`src/rtl/sbc_pkg.sv`:
```
package sbc_pkg;

    localparam int DATA_W = 8;

    // status bit positions
    localparam int ST_ACK   = 0;
    localparam int ST_WO_N  = 1;
    localparam int ST_STACK = 2;
    localparam int ST_HALT  = 3;
    localparam int ST_OUT   = 4;
    localparam int ST_FETCH = 5;
    localparam int ST_INP   = 6;
    localparam int ST_MRD   = 7;

    localparam logic [DATA_W-1:0] ST_IDLE   = 8'h02;
    localparam logic [DATA_W-1:0] RST7_CODE = 8'hFF;

    typedef struct packed {
        logic mem_rd;
        logic inp;
        logic fetch;
        logic outp;
        logic halt;
        logic stack;
        logic wo_n;
        logic ack;
    } status_t;

    // active-high command request set, in output order
    localparam int N_CMD = 5;
    typedef enum logic [2:0] {
        CMD_MEMR = 3'd0,
        CMD_MEMW = 3'd1,
        CMD_IOR  = 3'd2,
        CMD_IOW  = 3'd3,
        CMD_INTA = 3'd4
    } cmd_e;

    typedef enum logic {
        QUAL_READ  = 1'b0,
        QUAL_WRITE = 1'b1
    } qual_e;

    // which CPU strobe qualifies each command
    function automatic qual_e cmd_qual(input int idx);
        return (idx == int'(CMD_MEMW) || idx == int'(CMD_IOW)) ? QUAL_WRITE : QUAL_READ;
    endfunction

    // status-only part of each command decode
    function automatic logic [N_CMD-1:0] cmd_select(input status_t st);
        logic [N_CMD-1:0] sel;
        sel              = '0;
        sel[CMD_MEMR]    = st.mem_rd;
        sel[CMD_IOR]     = st.inp;
        sel[CMD_INTA]    = st.ack;
        sel[CMD_MEMW]    = ~st.wo_n & ~st.outp;
        sel[CMD_IOW]     = ~st.wo_n &  st.outp;
        return sel;
    endfunction

    typedef enum logic [1:0] {
        DIR_NONE  = 2'd0,
        DIR_TOCPU = 2'd1,
        DIR_TOSYS = 2'd2
    } dir_e;

endpackage

```
`src/rtl/sbc_status_reg.sv`:
```
module sbc_status_reg
    import sbc_pkg::*;
#(
    parameter int                 W         = DATA_W,
    parameter logic [W-1:0]       RESET_VAL = ST_IDLE
) (
    input  logic         clk,
    input  logic         rst,
    input  logic         stb_n,
    input  logic [W-1:0] d,
    output logic [W-1:0] q
);

    always_ff @(posedge clk) begin
        if (rst) begin
            q <= RESET_VAL;
        end else if (!stb_n) begin
            q <= d;
        end
    end

endmodule

```
`src/rtl/sbc_cmd_gen.sv`:
```
module sbc_cmd_gen
    import sbc_pkg::*;
(
    input  status_t          st,
    input  logic             dbin,
    input  logic             wr_n,
    input  logic             float_req,
    output logic [N_CMD-1:0] cmd_n,
    output logic             ctl_oe
);

    logic [N_CMD-1:0] sel;

    always_comb begin
        sel = cmd_select(st);
    end

    for (genvar g = 0; g < N_CMD; g++) begin : g_cmd
        logic qual;
        if (cmd_qual(g) == QUAL_WRITE) begin : g_wr
            assign qual = ~wr_n;
        end else begin : g_rd
            assign qual = dbin;
        end
        assign cmd_n[g] = ~(sel[g] & qual & ~float_req);
    end

    assign ctl_oe = ~float_req;

endmodule

```
`src/rtl/sbc_data_steer.sv`:
```
module sbc_data_steer
    import sbc_pkg::*;
#(
    parameter int           W       = DATA_W,
    parameter logic [W-1:0] INS_OP  = RST7_CODE
) (
    input  logic         dbin,
    input  logic         stb_n,
    input  logic         float_req,
    input  logic         ack_cycle,
    input  logic         ins_en,
    input  logic [W-1:0] cpu_d_in,
    input  logic [W-1:0] sys_d_in,
    output logic [W-1:0] cpu_d_out,
    output logic         cpu_d_oe,
    output logic [W-1:0] sys_d_out,
    output logic         sys_d_oe
);

    dir_e dir;
    logic insert;

    always_comb begin
        insert = ins_en & ack_cycle & dbin & stb_n;
        if (!stb_n) begin
            dir = DIR_NONE;
        end else if (insert) begin
            dir = DIR_TOCPU;
        end else if (float_req) begin
            dir = DIR_NONE;
        end else if (dbin) begin
            dir = DIR_TOCPU;
        end else begin
            dir = DIR_TOSYS;
        end
    end

    assign cpu_d_oe  = (dir == DIR_TOCPU);
    assign sys_d_oe  = (dir == DIR_TOSYS);
    assign cpu_d_out = insert ? INS_OP : sys_d_in;
    assign sys_d_out = cpu_d_in;

endmodule

```
`src/rtl/sysbus_ctrl.sv`:
```
module sysbus_ctrl
    import sbc_pkg::*;
#(
    parameter int                W       = DATA_W,
    parameter logic [W-1:0]      RST_VAL = ST_IDLE,
    parameter logic [W-1:0]      INS_OP  = RST7_CODE
) (
    input  logic         clk,
    input  logic         rst,
    input  logic         sts_stb_n,
    input  logic         dbin,
    input  logic         wr_n,
    input  logic         hlda,
    input  logic         bus_en_n,
    input  logic         rst7_en,
    input  logic [W-1:0] cpu_d_in,
    output logic [W-1:0] cpu_d_out,
    output logic         cpu_d_oe,
    input  logic [W-1:0] sys_d_in,
    output logic [W-1:0] sys_d_out,
    output logic         sys_d_oe,
    output logic         memr_n,
    output logic         memw_n,
    output logic         ior_n,
    output logic         iow_n,
    output logic         inta_n,
    output logic         ctl_oe
);

    logic [W-1:0]     stat_q;
    status_t          st;
    logic             float_req;
    logic [N_CMD-1:0] cmd_n;

    assign float_req = bus_en_n | hlda;
    assign st        = status_t'(stat_q[DATA_W-1:0]);

    sbc_status_reg #(.W(W), .RESET_VAL(RST_VAL)) u_stat (
        .clk   (clk),
        .rst   (rst),
        .stb_n (sts_stb_n),
        .d     (cpu_d_in),
        .q     (stat_q)
    );

    sbc_cmd_gen u_cmd (
        .st        (st),
        .dbin      (dbin),
        .wr_n      (wr_n),
        .float_req (float_req),
        .cmd_n     (cmd_n),
        .ctl_oe    (ctl_oe)
    );

    sbc_data_steer #(.W(W), .INS_OP(INS_OP)) u_steer (
        .dbin      (dbin),
        .stb_n     (sts_stb_n),
        .float_req (float_req),
        .ack_cycle (st.ack),
        .ins_en    (rst7_en),
        .cpu_d_in  (cpu_d_in),
        .sys_d_in  (sys_d_in),
        .cpu_d_out (cpu_d_out),
        .cpu_d_oe  (cpu_d_oe),
        .sys_d_out (sys_d_out),
        .sys_d_oe  (sys_d_oe)
    );

    assign memr_n = cmd_n[CMD_MEMR];
    assign memw_n = cmd_n[CMD_MEMW];
    assign ior_n  = cmd_n[CMD_IOR];
    assign iow_n  = cmd_n[CMD_IOW];
    assign inta_n = cmd_n[CMD_INTA];

endmodule

```
`config.mk`:
```
export PLATFORM = sky130hd
export DESIGN_NAME = sysbus_ctrl
export DESIGN_NICKNAME = d
export VERILOG_FILES = /design/src/rtl/sbc_pkg.sv /design/src/rtl/sbc_status_reg.sv /design/src/rtl/sbc_cmd_gen.sv /design/src/rtl/sbc_data_steer.sv /design/src/rtl/sysbus_ctrl.sv
export SDC_FILE = /design/constraint.sdc
export NUM_CORES = 1
export LEC_CHECK = 0
export ABC_AREA = 1
export BUFFER_PORTS_ARGS = -buffer_cell sky130_fd_sc_hd__buf_2
export CAP_MARGIN = 20
export CORE_AREA = 2 2 39 41
export CTS_CLUSTER_DIAMETER = 50
export CTS_CLUSTER_SIZE = 24
export DETAILED_ROUTE_END_ITERATION = 8
export DIE_AREA = 0 0 41 43
export GPL_TIMING_DRIVEN = 0
export PLACE_DENSITY_LB_ADDON = 0.12
export SLEW_MARGIN = 10
export SYNTH_ARGS = -nofsm -noshare
export SYNTH_HDL_FRONTEND = slang
export SYNTH_SLANG_ARGS = --single-unit
```
`constraint.sdc`:
```
create_clock -name clk -period 1.62 [get_ports clk]
set_input_delay 0.162 -clock clk [delete_from_list [all_inputs] [get_ports clk]]
set_output_delay 0.162 -clock clk [all_outputs]
set_load 0.05 [all_outputs]
```
==> results of run 1 <==
[power by group through the flow]
stage	clock (uW)	sequential (uW)	combinational [uW]
finish	144	137	207
global route	159	138	223
CTS	149	137	209
detailed placement	0	139	209
global placement	0	139	207
floorplan	0	138	154
[layout make-up]
| cell class | instances | area (sq um) | share of cell area (%) |
|---|---|---|---|
| clock buffer | 4 | 26.3 | 3.92 |
| multi-input combinational | 40 | 178 | 26.5 |
| sequential | 5 | 100 | 14.9 |
| inverter | 16 | 60.1 | 8.96 |
| timing repair buffer | 43 | 215 | 32.1 |
| buffer | 9 | 71.3 | 10.6 |
| tap | 16 | 20.0 | 2.99 |
[per-stage QoR]
step / hold WS (ns) / power, uW / cells / util, % / setup slack, ns
floorplan: 0.275 / 292 / 70 / - / 0.226
global placement: 0.376 / 346 / 129 / 46.6 / 0.584
detailed placement: 0.384 / 348 / 129 / 46.6 / 0.554
CTS: 0.132 / 496 / 133 / 48.5 / 0.328
global route: 0.146 / 520 / 133 / 48.5 / 0.256
finish: 0.136 / 488 / 133 / 48.5 / 0.348
[layer usage]
metal	track usage, %	up-vias
met5	0	-
met4	6.00	0
met3	3.14	0
met2	20.3	31
met1	11.8	206
li1	-	289
[layout by cell type (no fill, tap or decap), drive strengths merged]
| master | netlist | final |
|---|---|---|
| nor2 | 13 | 13 |
| clkbuf | 0 | 4 |
| o21ai | 4 | 4 |
| nand3 | 4 | 4 |
| dfxtp | 5 | 5 |
| nand2 | 19 | 19 |
| buf | 9 | 52 |
| inv | 16 | 16 |
[worst reg2reg max path: cells and delay by family (launching register included)]
| kind | cells | cell delay [ns] |
|---|---|---|
| simple gates | 2 | 0.15 |
| flops | 1 | 0.32 |
[kinds of logic (layout without fill, tap and decap cells)]
kind of cell	count (synthesis)	in the layout	synth area share, %
flops	5	5	24.5
compound gates	4	4	4.89
buf+inv	25	72	32.1
simple gates	36	36	38.5
[worst paths after layout]
| check | cells past startpoint | to | slack [ns] | start |
|---|---|---|---|---|
| max reg2reg | 2 | u_stat.q[4] | 1.05 | u_stat.q[4] |
| min reg2reg | 2 | u_stat.q[0] | 0.48 | u_stat.q[0] |
| min | 3 | u_stat.q[1] | 0.14 | cpu_d_in[1] |
| max | 5 | cpu_d_oe | 0.35 | u_stat.q[0] |
==> metrics, run 1 <==
Initial Util=around 30%; Psw=approximately 200 uW; Fin. Hold Viols=0; number of flip-flops in the largest register=5; unique cell type count in the Yosys netlist=11; CP delay by family, top=buffers and inverters; initial antenna violation count=0; metal3 WL=between 100 and 150 um; CP arrival=about 1.1 ns; largest net degree at the start of global routing=10; clock latency on the worst-skew pair=approximately 0.24 ns; met2 wire length=about 460 um; first-pass GRT wire length=1.45 mm; Largest regs=u_stat.q (5); DP Area=644 sq um; die width=about 41 um; period utilization=around four fifths; CTS Sinks=5; drt pass-1 iters=2; setup TNS=0 ns; synthesized flop and latch total=5; dpl hpwl=between 800 and 900 um; Post-synth EDFFs=0; synth warn=0; critical path's slowest cell=dfxtp_1; crit-path max FO=9; Maximum Capacitance Violations=0; Clock Path Buffers=2; # Post-CTS Setup Buffers=0; layout cell share with drive strength beyond 1=between 50% and 60%; Worst Path Buf+Inv=2; Final Skew=0 ns; critical path type=reg -> out; via count=526; Area contributors post-synth=dfxtp_1 (24%), nand2_1 (16%), buf_4 (15%); Net Count, Synth=94; All-Layer GR Usage=about an eighth; highest routed layer=met3; Logic pwr share=42.5%; met1 wire length=407 um; DRT iter0 DRCs=4; setup violators final=0; cts repair resizes=0; status=finished clean; commonest cells in the netlist=nand2_1 (17), inv_1 (14), nor2_1 (12); Remaining DRCs=0; Die Height=around 43 um; Power Dens Cells=around 730 mW/mm^2; Async SR Flop Fraction=0%; Fill cells=around 160; Syn Std Cell Area=between 400 and 500 sq um; htree depth=1; area leader, netlist=dfxtp_1; CTS clk-pin slew, worst paths=0.05 ns; count leader, synth=nand2_1; cts bufs inserted=3; startpoint class of the critical path=flip-flop; Ports=48; Synth top area share=approximately a quarter; sw frac=40.8%; register with the most flip-flops=u_stat.q; area growth from synthesis to layout=63.9%; HP Class=in -> reg; fin crit period=1.27 ns; WP data required=about 1.5 ns; DRT Wirelength=roughly 1.0 mm; CTS tree=done; vias in the first global route=between 400 and 500; site row count=14; IR drop worst, VDD=between 0.0003 and 0.0004 V; post-route cell area=671 sq um; Routed WL per cell=between 7 and 8 um; P_leak=roughly 0.00046 uW; Port-buffer cells=43; clock root buffer=clkbuf_4; gpl congestion=roughly 0.6; Int Pwr=approximately 290 uW; Core Area=between 0.001 and 0.0015 sq mm; cell count after synthesis=70; Clk pwr share=29.4%; ANT cells=0; Slew @ Worst Pin=~0.25 ns; max incr delay on CP=0.32 ns; Worst setup EP type=primary output; Die Area=roughly 0.0018 sq mm; top_reg_cell synth=dfxtp_1; total gr overflow=0; CP Cell Sequence=nand2_1 -> inv_1 -> nand2_4 -> nand2_1 -> buf_2; nets@finish=142; Antenna Violating Nets Remaining=0; sequential power share=~28%; unrepaired setup endpoints after global routing=no; mean post-synth cell area=roughly 5.8 sq um; Slew Viols, Final=0; fmax=786 MHz; Worst path most repeated cell=nand2_1; Seq/Total Area, Yosys=between 20% and 30%; Slew HR=83.2%; vias per cell=roughly 4; Hold Buf Count CTS=0
(Power assumes the default switching activity.)
==> run 2, diff against run 1 <==
- CORE_AREA: 2 2 39 41 -> default
- CORE_MARGIN: default -> 2
- CORE_UTILIZATION: default -> 31
- DIE_AREA: 0 0 41 43 -> default
- clock period: 1.62 -> 1.3 ns (I/O delays scaled with it)
==> run 2 against run 1 <==
Critical path depth stayed put. Worst setup slack worse by 0.27 ns. Clock skew stayed put. Global-route usage is 0.69 points lower. Register-to-register slack worse by 0.34 ns. Final cell count is 0.75% lower. Critical path type unchanged.
==> metrics, run 2 (synthesis gave the netlist of run 1 again) <==
status=finished clean; Initial Util=32.2%; CP Cell Sequence=nand2_1 -> inv_1 -> nand2_4 -> nand2_1 -> clkbuf_4; dpl hpwl=between 700 and 800 um; largest net degree at the start of global routing=10; drt pass-1 iters=4; max incr delay on CP=~0.32 ns; Worst setup EP type=primary output; Maximum Capacitance Violations=0; fin crit period=around 1.2 ns; vias in the first global route=305; WP data required=1.17 ns; period utilization=between 90 and 100%; Largest regs=u_stat.q (5); total gr overflow=0; clock root buffer=clkbuf_4; gpl congestion=0.686; Clock Path Buffers=2; Antenna Violating Nets Remaining=0; Die Height=40.3 um; Slew @ Worst Pin=0.249 ns; CTS tree=done; die width=40.3 um; number of flip-flops in the largest register=5; htree depth=1; Core Area=between 0.001 and 0.0015 sq mm; site row count=13; fmax=820 MHz; clock latency on the worst-skew pair=~0.24 ns; placed cell count=128; setup violators final=0; setup TNS=0 ns; HP Class=in -> reg; critical path type=reg -> out; layout cell share with drive strength beyond 1=51.3%; most frequent cells in the layout=buf_2 (34), nand2_1 (17), inv_1 (14), nor2_1 (12), clkbuf_4 (11); CP arrival=between 1 and 1.5 ns; DP Area=around 640 sq um; initial antenna violation count=0; cts bufs inserted=3; nets@finish=around 140; CTS clk-pin slew, worst paths=approximately 0.040 ns; via count=roughly 510; commonest non-fill, non-tap cell in the layout=buf_2; Fin. Hold Viols=0; register with the most flip-flops=u_stat.q; Final Skew=0 ns; P_leak=~0.00047 uW; startpoint class of the critical path=flip-flop; DRT Wirelength=roughly 930 um; crit-path max FO=9; ANT cells=0; Slew HR=a little over four fifths; Port-buffer cells=43; Fill cells=roughly 140; All-Layer GR Usage=approximately 11%; CTS Sinks=5; Slew Viols, Final=0; IR drop worst, VDD=between 0.0004 and 0.0005 V; Worst path most repeated cell=nand2_1; post-route cell area=between 600 and 700 sq um; area growth from synthesis to layout=69.1%; vias per cell=between 3 and 4; Remaining DRCs=0; # Post-CTS Setup Buffers=0; Power Dens Cells=883 mW/mm^2; unrepaired setup endpoints after global routing=no; Ports=48; first-pass GRT wire length=1.15 mm; Die Area=0.00163 sq mm; DRT iter0 DRCs=6; post-route insts no fill=132; critical path's slowest cell=dfxtp_1; Power, Total=around 610 uW; Routed WL per cell=between 7 and 8 um
run 2: cell count changes in the layout (fill, tap and decap cells not counted), sizes merged:
| cell | previous run | this run |
|---|---|---|
| buf | 52 | 44 |
| clkbuf | 4 | 12 |
run 2: metal layers:
layer / wire [um] / up-vias / GRT usage (%)
met2: 424 / 25 / 14.3
met5: 0 / - / 0
met4: 13 / 0 / 10.0
met1: 411 / 195 / 14.2
li1: - / 287 / -
met3: 82 / 2 / 3.33
run 2: worst paths after layout:
| kind | endpoint | cells after the start | start | slack (ns) |
|---|---|---|---|---|
| hold / removal | u_stat.q[1] | 3 | cpu_d_in[1] | 0.11 |
| setup / recovery | cpu_d_oe | 5 | u_stat.q[0] | 0.08 |
| hold reg to reg | u_stat.q[6] | 2 | u_stat.q[6] | 0.48 |
| setup reg to reg | u_stat.q[4] | 2 | u_stat.q[4] | 0.71 |
run 2: per-stage QoR:
| step | worst slack, ns | utilization, % | hold slack (ns) |
|---|---|---|---|
| after global placement | 0.299 | 50.7 | 0.351 |
| after CTS | 0.0435 | 52.8 | 0.107 |
| after floorplan | -0.0297 | - | 0.243 |
| after detailed placement | 0.304 | 50.7 | 0.354 |
| final | 0.0806 | 54.5 | 0.106 |
| after global routing | 0.00372 | 54.5 | 0.136 |
run 2: worst max-delay path, delay by kind of cell (launching register included):
| kind | cells | cell delay (ns) |
|---|---|---|
| flip-flops | 1 | 0.32 |
| buffers and inverters | 2 | 0.32 |
| AND/OR/NAND/NOR | 3 | 0.21 |
run 2: cell type report:
class                   instances  area (sq um)  share of cell area [%]
repair buffers                 43           238                    34.4
multi-input cells              40           178                    25.7
flip-flops and latches          5           100                    14.5
plain buffers                   9          71.3                    10.3
inverters                      16          60.1                    8.68
clock buffers                   4          26.3                    3.80
well taps                      15          18.8                    2.71
run 2: repair_timing:
item / CTS / global route
resized for setup: 0 / 10
hold buffers: 0 / 0
endpoints found under the setup margin: 0 / 9
run 2: report_power, final:
group / switching (uW) / total, uW / internal, uW
clock network: 59.0 / 175 / 116
registers: 6.05 / 171 / 165
logic: 178 / 265 / 87.0
total: 243 / 611 / 368
